**config.mk**
```make
export PLATFORM = sky130hd
export DESIGN_NAME = lut_arith_chain
export DESIGN_NICKNAME = d
export VERILOG_FILES = /design/src/rtl/lut_arith_cell.sv /design/src/rtl/lut_arith_chain.sv
export SDC_FILE = /design/constraint.sdc
export NUM_CORES = 1
export LEC_CHECK = 0
export CAP_MARGIN = 10
export CORE_AREA = 2 2 127 129
export CTS_CLUSTER_DIAMETER = 30
export CTS_CLUSTER_SIZE = 24
export DETAILED_ROUTE_END_ITERATION = 8
export DIE_AREA = 0 0 129 131
export GPL_TIMING_DRIVEN = 0
export SKIP_CTS_REPAIR_TIMING = 1
export SLEW_MARGIN = 5
export SYNTH_ARGS = -nofsm -noshare
export SYNTH_HDL_FRONTEND = slang
export SYNTH_SLANG_ARGS = --single-unit
export TNS_END_PERCENT = 20
```
**constraint.sdc**
```tcl
create_clock -name clk -period 11.2 [get_ports clk]
set_input_delay 1.12 -clock clk [delete_from_list [all_inputs] [get_ports clk]]
set_output_delay 1.12 -clock clk [all_outputs]
set_load 0.005 [all_outputs]
```
**src/rtl/lut_arith_cell.sv**
```systemverilog
module lut_arith_cell (
  input  logic        clk,
  input  logic        rst,
  input  logic        ce,
  input  logic        a,
  input  logic        b,
  input  logic        c,
  input  logic        d,
  input  logic        e0,
  input  logic        f0,
  input  logic        e1,
  input  logic        f1,
  input  logic        cin,
  input  logic [63:0] mask,
  output logic [3:0]  lut,
  output logic [1:0]  sum,
  output logic [1:0]  sum_q,
  output logic        cout
);
  logic mid_carry;

  assign lut[0] = mask[{2'd0, e0, c, b, a}];
  assign lut[1] = mask[{2'd1, f0, d, b, a}];
  assign lut[2] = mask[{2'd2, e1, c, b, a}];
  assign lut[3] = mask[{2'd3, f1, d, b, a}];

  assign {mid_carry, sum[0]} = {1'b0, lut[0]} + {1'b0, lut[1]} + {1'b0, cin};
  assign {cout, sum[1]}      = {1'b0, lut[2]} + {1'b0, lut[3]} + {1'b0, mid_carry};

  always_ff @(posedge clk) begin
    if (rst)     sum_q <= '0;
    else if (ce) sum_q <= sum;
  end
endmodule

```
**src/rtl/lut_arith_chain.sv**
```systemverilog
module lut_arith_chain #(
  parameter int N = 4
) (
  input  logic            clk,
  input  logic            rst,
  input  logic            ce,
  input  logic            cin,
  input  logic [N-1:0]    sh_a,
  input  logic [N-1:0]    sh_b,
  input  logic [N-1:0]    sh_c,
  input  logic [N-1:0]    sh_d,
  input  logic [N-1:0]    lo_e,
  input  logic [N-1:0]    lo_f,
  input  logic [N-1:0]    hi_e,
  input  logic [N-1:0]    hi_f,
  input  logic [64*N-1:0] mask,
  output logic [4*N-1:0]  lut_out,
  output logic [2*N-1:0]  sum_comb,
  output logic [2*N-1:0]  sum_reg,
  output logic            cout
);
  logic [N:0] carry;

  assign carry[0] = cin;
  assign cout     = carry[N];

  for (genvar i = 0; i < N; i++) begin : g_cell
    lut_arith_cell u_cell (
      .clk   (clk),
      .rst   (rst),
      .ce    (ce),
      .a     (sh_a[i]),
      .b     (sh_b[i]),
      .c     (sh_c[i]),
      .d     (sh_d[i]),
      .e0    (lo_e[i]),
      .f0    (lo_f[i]),
      .e1    (hi_e[i]),
      .f1    (hi_f[i]),
      .cin   (carry[i]),
      .mask  (mask[64*i +: 64]),
      .lut   (lut_out[4*i +: 4]),
      .sum   (sum_comb[2*i +: 2]),
      .sum_q (sum_reg[2*i +: 2]),
      .cout  (carry[i+1])
    );
  end
endmodule

```
==> results of run 1 <==
## worst min-delay path by stage
stage | to | start | slack [ns] | cells past startpoint
floorplan | g_cell[0].u_cell.sum_q[1]$_SDFFE_PP0P_ | g_cell[0].u_cell.sum_q[1]$_SDFFE_PP0P_ | 0.47 | 2
global placement | g_cell[2].u_cell.sum_q[1]$_SDFFE_PP0P_ | g_cell[2].u_cell.sum_q[1]$_SDFFE_PP0P_ | 0.47 | 2
detailed placement | g_cell[1].u_cell.sum_q[1]$_SDFFE_PP0P_ | g_cell[1].u_cell.sum_q[1]$_SDFFE_PP0P_ | 0.47 | 2
CTS | g_cell[1].u_cell.sum_q[1]$_SDFFE_PP0P_ | g_cell[1].u_cell.sum_q[1]$_SDFFE_PP0P_ | 0.48 | 2
global route | g_cell[0].u_cell.sum_q[1]$_SDFFE_PP0P_ | g_cell[0].u_cell.sum_q[1]$_SDFFE_PP0P_ | 0.51 | 2
finish | g_cell[1].u_cell.sum_q[1]$_SDFFE_PP0P_ | g_cell[1].u_cell.sum_q[1]$_SDFFE_PP0P_ | 0.48 | 2
## cell usage in the layout, fill, tap and decap left out
| master | n |
|---|---|
| nand3b_1 | 12 |
| mux4_1 | 50 |
| buf_2 | 3 |
| nand2_1 | 6 |
| fa_1 | 8 |
| nand4_1 | 6 |
| buf_4 | 4 |
| nand3_1 | 6 |
| nor2_1 | 14 |
| dfxtp_1 | 8 |
| buf_6 | 4 |
| mux2i_1 | 35 |
| mux4_2 | 14 |
| clkbuf_8 | 1 |
| clkbuf_16 | 3 |
| buf_12 | 4 |
| clkbuf_1 | 2 |
| inv_1 | 9 |
| clkdlybuf4s50_1 | 315 |
| a211oi_1 | 3 |
| and4_1 | 6 |
## cells by family after synthesis
logic type	Yosys count
DFF	8
AOI/OAI and AO/OA	3
muxes	99
adders and majority gates	8
and+or+nand+nor	50
buffers and inverters	27
## layer usage
layer  wire [um]  up-vias  share of wire [%]  global-route usage (%)
li1            -     1526                  -                       -
met1        4750     1563                 36                    15.5
met2        7270      178                 55                    29.7
met3        1030       14                7.8                    2.97
met4         174        0                1.3                    2.17
met5           0        -                  0                       0
## power breakdown
group,switching [uW],internal (uW),total (uW)
registers,2.85,34.5,37.4
logic,93.5,205,298
clock network,13.4,46.0,59.4
## tightest hold or removal path, delay by kind of cell (launching register included)
kind / cells / cell delay [ns]
AO/OA/AOI/OAI: 1 / 0.05
flip-flops: 1 / 0.30
AND/OR/NAND/NOR: 1 / 0.08
## per-stage QoR
stage               worst slack, ns  power [uW]  util (%)
finish                         4.29         395      40.6
detailed placement             4.20         343      40.1
global placement               4.19         338      40.1
global route                   3.95         424      40.6
CTS                            4.20         404      40.6
floorplan                      5.20         145         -
## layout make-up
| type | count | area [sq um] | area share, % |
|---|---|---|---|
| Sequential cell | 8 | 160 | 2.53 |
| Inverter | 9 | 33.8 | 0.534 |
| Buffer | 18 | 191 | 3.02 |
| Clock buffer | 3 | 75.1 | 1.19 |
| Multi-Input combinational cell | 160 | 2450 | 38.7 |
| Tap cell | 216 | 270 | 4.27 |
| Timing Repair Buffer | 315 | 3150 | 49.8 |
==> reports/metrics.yaml, run 1 <==
fmax_ghz: 0.145
cts_buffers: 3
synth_flop_cell: "dfxtp_1"
final_cell_area_sq_um: 6330
final_layout_size_suffix_gt1_share_pct: 6.43
clk_latency_ns: 0.23
grt_max_degree: 11
ys_seq_area_share_pct: 5.65
drc_errors: 0
slowest_delay_ns: 0.54
crit_arrival_ns: 5.79
antenna_found_initial: 0
final_cell_count_no_fill: 729
antenna_cells: 0
placed_area_sq_um: 6260
max-vdd-ir-drop_mv: 0.0362
worst-path-stages: 19
dieArea_sq_um: 16900
cp.required_ns: 10.08
crit_chain: "clkdlybuf4s50_1, mux4_1, mux2i_1, mux2i_1, fa_1, inv_1, fa_1, inv_1, fa_1, inv_1, fa_1, inv_1, fa_1, inv_1, fa_1, inv_1, fa_1, fa_1, clkdlybuf4s50_1"
synth_common_cells: "mux4_1, mux2i_1, mux4_2, nor2_1, nand3b_1"
clock-root-buffer: "clkbuf_16"
area_growth_pct: 123
critPathKind: "primary input to output pin"
chipWidth_um: 129
p_per_area_nw_per_um2: 62.4
wl_um: 13200
finalHoldViolations: 0
yosysMostFrequentCell: "mux4_1"
slew-limit-headroom_pct: 65.4
hold_ws_ns: 0.480
hp-class: "flop to flop"
cts_tree: "built"
grt_pass1_wl_um: 19100
synth_top_family_by_area: "multiplexers"
track_usage_pct: 14.5
netlist_area_sq_um: 2830
htree_levels: 1
ys_ff_latch: 8
synthMuxAreaShare_pct: 69.9
io_buffer_count: 315
synth-edff-count: 0
avgSynthCellArea_sq_um: 14.5
wl_per_cell_um: 18.1
cp-start-kind: "primary input"
dp.final_hpwl_um: 12200
fin_setup_tns_ns: 0
rr_worst_depth: 2
path_clk_slew_ns: 0.03
fillers: 1519
period_minus_slack_ns: 6.91
worst_pin_slew_ns: 0.519
nets: 815
finClkSkew_ns: 0
initialDrtViolationCount: 63
r2r_end: "g_cell[0].u_cell.sum_q[1]$_SDFFE_PP0P_"
first_pass_iters: 4
clk_path_buf_depth: 2
crit_family: "adder cells"
cp_slowest_cell: "fa_1"
finalMaxSlewViolations: 0
ys_types: 19
grt-ovfl-total: 0
cpMostUsedCell: "fa_1"
cts.sinks: 8
critPathLaunch: "mask[5]"
crit_fanout: 2
status: "complete, no violations"
num_rows: 46
crit_end: "sum_comb[7]"
critPathBufInv: 8
p_leak_uw: 0.00246
fp.coreArea_sq_um: 15600
r2r-start: "g_cell[0].u_cell.sum_q[1]$_SDFFE_PP0P_"
synth_nets: 495
vias: 3281
detail-route-antenna-nets: 0
reg.largest.list: "g_cell.u_cell.sum_q x8"
yosys_warnings: 0
synth.area.top_cells: "mux4_1, mux2i_1, mux4_2"
synth_fa_ha_area_share_pct: 5.65
largest_reg_flops: 8
synth-simple-area-share_pct: 10.1
worst_setup_path_end_kind: "output pin"
die_h_um: 131
synth_largest_area_cell: "mux4_1"
dpl.cell_count: 726
start_util_pct: 18.2
rrSetupSlack_ns: 10.57
grt_pass1_vias: 3766
ios: 325
place_congestion: 0.795
max_cap_violations: 0
rsz0062_at_grt: "no"
final.period_utilization_pct: 61.7
vias_per_cell: 4.50
synth_top_area_share_pct: 46.4
synth-xor-area-share_pct: 0
synth_compound_area_share_pct: 0.795
finalSetupViolations: 0
synthCells: 195
async_flop_share_pct: 0
regMostFlops: "g_cell.u_cell.sum_q"
Power figures use the tool's default switching activity.
==> inputs of run 2 (changes only) <==
- clock period: 11.2 -> 5.8 ns (I/O delays scaled with it)
==> reports/metrics.yaml, run 2 (synthesis results as in run 1) <==
track_usage_pct: 14.5
crit_fanout: 2
final_cell_count_no_fill: 730
chipWidth_um: 129
period_minus_slack_ns: 5.45
final.period_utilization_pct: 93.9
reg.largest.list: "g_cell.u_cell.sum_q x8"
r2r_end: "g_cell[2].u_cell.sum_q[1]$_SDFFE_PP0P_"
grt_max_degree: 11
path_clk_slew_ns: 0.03
finClkSkew_ns: 0
rrSetupSlack_ns: 5.17
rsz0062_at_grt: "no"
grt-ovfl-total: 0
detail-route-antenna-nets: 0
worst_slack_ns: 0.352
cp.required_ns: 5.22
p_sw_uw: 214
dpl.cell_count: 726
dp.final_hpwl_um: 12200
p_leak_uw: 0.00248
wl_um: 13200
ios: 325
multiInputGateArea_sq_um: 2450
cpMostUsedCell: "inv_1"
wl_per_cell_um: 18.1
die_h_um: 131
final_cell_mix: "clkdlybuf4s50_1, mux4_1, mux2i_1, mux4_2, nor2_1"
hp-class: "flop to flop"
status: "complete, no violations"
crit_chain: "clkdlybuf4s50_1, mux4_1, mux2i_1, mux2i_1, fa_1, inv_1, fa_1, inv_1, fa_1, inv_1, fa_2, inv_1, fa_1, inv_1, fa_1, inv_1, fa_2, clkdlybuf4s50_1"
largest_reg_flops: 8
drc_errors: 0
io_buffer_count: 315
crit_end: "sum_comb[6]"
clock-root-buffer: "clkbuf_16"
nets: 816
worst-path-stages: 18
place_congestion: 0.795
worst_pin_slew_ns: 0.520
grt_pass1_wl_um: 19100
worst_setup_path_end_kind: "output pin"
vias_per_cell: 4.50
fmax_ghz: 0.184
dieArea_sq_um: 16900
regMostFlops: "g_cell.u_cell.sum_q"
slew-limit-headroom_pct: 65.3
layout_commonest_cell: "clkdlybuf4s50_1"
slowest_delay_ns: 0.54
pre_cts_ws_ns: -0.119
critPathLaunch: "mask[5]"
rr_worst_depth: 2
max-vdd-ir-drop_mv: 0.0684
p_comb_share_pct: 75.7
cts.sinks: 8
vias: 3284
max_cap_violations: 0
cp-start-kind: "primary input"
clk_path_buf_depth: 2
grt_pass1_vias: 3766
cts_buffers: 3
first_pass_iters: 4
critPathBufInv: 8
finalMaxSlewViolations: 0
num_rows: 46
cts_tree: "built"
clk_latency_ns: 0.23
crit_arrival_ns: 4.87
finalHoldViolations: 0
start_util_pct: 18.2
crit_family: "adder cells"
fin_setup_tns_ns: 0
seq_power_share_pct: 9.4
antenna_found_initial: 0
initialDrtViolationCount: 65
p_per_area_nw_per_um2: 121
finalSetupViolations: 0
area_growth_pct: 124
seq_area_sq_um: 160
fp.coreArea_sq_um: 15600
fillers: 1520
critPathKind: "primary input to output pin"
cp_slowest_cell: "fa_2"
p_sw_share_pct: 27.8
p_int_uw: 556
p_clk_share_pct: 14.9
final_layout_size_suffix_gt1_share_pct: 7.20
r2r-start: "g_cell[2].u_cell.sum_q[1]$_SDFFE_PP0P_"
htree_levels: 1
antenna_cells: 0
## run 2: cell types whose count changed in the layout (fill, tap and decap cells not counted), sizes merged
cell,before,now
buf,15,16
clkdlybuf4s50,315,313
dlymetal6s2s,0,2
## run 2: power by group through the flow
| stage | combinational, uW | clock, uW | sequential [uW] |
|---|---|---|---|
| after floorplan | 207 | 0 | 73.7 |
| after global placement | 580 | 0 | 72.6 |
| after detailed placement | 589 | 0 | 72.9 |
| after CTS | 591 | 117 | 72.2 |
| after global routing | 633 | 119 | 73.5 |
| final | 582 | 115 | 72.3 |
## run 2: worst min-delay path by stage
stage	startpoint	slack (ns)	to	cells after the start
4_1_cts	g_cell[1].u_cell.sum_q[1]$_SDFFE_PP0P_	0.48	g_cell[1].u_cell.sum_q[1]$_SDFFE_PP0P_	2
6_report	g_cell[1].u_cell.sum_q[1]$_SDFFE_PP0P_	0.48	g_cell[1].u_cell.sum_q[1]$_SDFFE_PP0P_	2
2_1_floorplan	g_cell[0].u_cell.sum_q[1]$_SDFFE_PP0P_	0.47	g_cell[0].u_cell.sum_q[1]$_SDFFE_PP0P_	2
3_5_place_dp	g_cell[1].u_cell.sum_q[1]$_SDFFE_PP0P_	0.47	g_cell[1].u_cell.sum_q[1]$_SDFFE_PP0P_	2
5_1_grt	g_cell[0].u_cell.sum_q[1]$_SDFFE_PP0P_	0.51	g_cell[0].u_cell.sum_q[1]$_SDFFE_PP0P_	2
3_3_place_gp	g_cell[2].u_cell.sum_q[1]$_SDFFE_PP0P_	0.47	g_cell[2].u_cell.sum_q[1]$_SDFFE_PP0P_	2
## run 2: worst register-to-register path, stage by stage, from the launching register on
cell      delay (ns)
dfxtp_1         0.32
nor2_1          0.04
a211oi_1        0.18
## run 2: layer usage
layer	global-route usage [%]	wire (um)	up-vias
li1	-	-	1527
met1	15.5	4750	1563
met2	29.7	7290	180
met3	2.97	1010	14
met4	2.17	174	0
met5	0	0	-
## run 2: per-stage QoR
stage	utilization (%)	hold slack, ns	total power (uW)	instance area (sq um)
final	40.7	0.480	769	6340
after global routing	40.7	0.511	825	6340
after CTS	40.6	0.476	780	6330
after detailed placement	40.1	0.471	662	6260
after global placement	40.1	0.472	652	6260
after floorplan	-	0.472	281	2830
## run 2: final cells by class
type	count	share of cell area, %
repair buffers	316	49.9
inverters	9	0.532
multi-input cells	160	38.6
clock buffers	3	1.18
flip-flops and latches	8	2.52
plain buffers	18	3.02
well taps	216	4.26
==> inputs of run 3 (changes only) <==
- GPL_TIMING_DRIVEN: 0 -> default
- clock period: 5.8 -> 6.7 ns (I/O delays scaled with it)
==> reports/metrics.yaml, run 3 (synthesis results as in run 1) <==
first_pass_iters: 4
finalHoldViolations: 0
cts_tree: "built"
final.period_utilization_pct: 91.2
cp_slowest_cell: "clkdlybuf4s50_1"
p_sw_share_pct: 27.3
p_clk_share_pct: 15.3
slew-limit-headroom_pct: 34.0
period_minus_slack_ns: 6.11
grt_pass1_vias: 3513
clock-root-buffer: "clkbuf_16"
wl_um: 12900
p_total_uw: 647
initialDrtViolationCount: 83
chipWidth_um: 129
final_cell_area_sq_um: 6250
wl_per_cell_um: 17.8
ios: 325
grt_max_degree: 17
final_cell_mix: "clkdlybuf4s50_1, mux4_1, mux2i_1, mux4_2, nor2_1"
place_congestion: 0.803
num_rows: 46
crit_chain: "clkdlybuf4s50_1, mux4_1, mux2i_1, mux2i_1, fa_1, inv_1, fa_1, inv_1, fa_1, inv_1, fa_1, inv_1, fa_1, inv_1, fa_1, inv_1, fa_1, fa_1, clkdlybuf4s50_1"
layout_commonest_cell: "clkdlybuf4s50_1"
reg.largest.list: "g_cell.u_cell.sum_q x8"
dieArea_sq_um: 16900
nets: 809
fin_setup_tns_ns: 0
cp.required_ns: 6.03
status: "complete, no violations"
dpl.cell_count: 720
finClkSkew_ns: 0
final_layout_size_suffix_gt1_share_pct: 3.94
vias: 3225
cts.sinks: 8
largest_reg_flops: 8
hp-class: "flop to flop"
detail-route-antenna-nets: 0
cpMostUsedCell: "fa_1"
clk_latency_ns: 0.23
max-vdd-ir-drop_mv: 0.105
slowest_delay_ns: 0.71
final_cell_count_no_fill: 723
cp-start-kind: "primary input"
critPathKind: "primary input to output pin"
regMostFlops: "g_cell.u_cell.sum_q"
crit_arrival_ns: 5.44
p_leak_uw: 0.00242
antenna_found_initial: 0
io_buffer_count: 324
rsz0062_at_grt: "no"
p_comb_share_pct: 75.0
p_int_uw: 470
drc_errors: 0
fp.coreArea_sq_um: 15600
vias_per_cell: 4.46
area_growth_pct: 121
finalSetupViolations: 0
max_cap_violations: 0
crit_fanout: 9
p_per_area_nw_per_um2: 103
grt-ovfl-total: 0
dp.final_hpwl_um: 11800
clk_path_buf_depth: 2
cts_buffers: 3
rrSetupSlack_ns: 6.06
worst_setup_path_end_kind: "output pin"
grt_pass1_wl_um: 18100
critPathBufInv: 8
start_util_pct: 18.2
seq_power_share_pct: 9.7
antenna_cells: 0
worst_pin_slew_ns: 0.987
track_usage_pct: 14.0
die_h_um: 131
htree_levels: 1
fmax_ghz: 0.164
path_clk_slew_ns: 0.04
finalMaxSlewViolations: 0
hold_ws_ns: 0.481
p_sw_uw: 177
placed_area_sq_um: 6180
crit_family: "adder cells"
run 3: changes by cell type in the layout (fill, tap and decap cells not counted), sizes merged:
cell,before,now
buf,16,3
clkdlybuf4s50,313,323
clkbuf,6,3
dlymetal6s2s,2,1
run 3: path summary, 6_finish.rpt:
| path | endpoint | start | cells after the start |
|---|---|---|---|
| max | sum_comb[7] | sh_b[0] | 19 |
| min | g_cell[1].u_cell.sum_q[1]$_SDFFE_PP0P_ | g_cell[1].u_cell.sum_q[1]$_SDFFE_PP0P_ | 2 |
| max reg2reg | g_cell[2].u_cell.sum_q[1]$_SDFFE_PP0P_ | g_cell[2].u_cell.sum_q[1]$_SDFFE_PP0P_ | 2 |
| min reg2reg | g_cell[1].u_cell.sum_q[1]$_SDFFE_PP0P_ | g_cell[1].u_cell.sum_q[1]$_SDFFE_PP0P_ | 2 |
run 3: area by class of cell:
type / instances / area, sq um
Fill cell: 1527 / 9340
Timing Repair Buffer: 327 / 3270
Multi-Input combinational cell: 160 / 2450
Tap cell: 216 / 270
Sequential cell: 8 / 160
Clock buffer: 3 / 75.1
Inverter: 9 / 33.8
run 3: power by group through the flow:
stage,combinational [uW],sequential (uW),clock (uW)
after floorplan,179,63.8,0
after global placement,491,63.2,0
after detailed placement,496,63.3,0
after CTS,498,62.9,101
after global routing,529,64.3,106
final,486,62.8,98.7
run 3: worst register-to-register path, cell delays in order (launching register included):
cell and delay (ns):
dfxtp_1 0.34, nor2_1 0.05, a211oi_1 0.16
run 3: through the flow:
step / util (%) / setup slack [ns]
2_1_floorplan: - / 1.60
3_3_place_gp: 39.6 / 0.305
3_5_place_dp: 39.6 / 0.173
4_1_cts: 40.1 / 0.171
5_1_grt: 40.1 / 0.259
6_report: 40.1 / 0.588
run 3: routing by layer:
metal	up-vias	part of all wire, %	track usage [%]
li1	1517	-	-
met1	1510	37	15.9
met2	184	53	27.0
met3	14	8.8	3.38
met4	0	0.90	1.85
met5	-	0	0
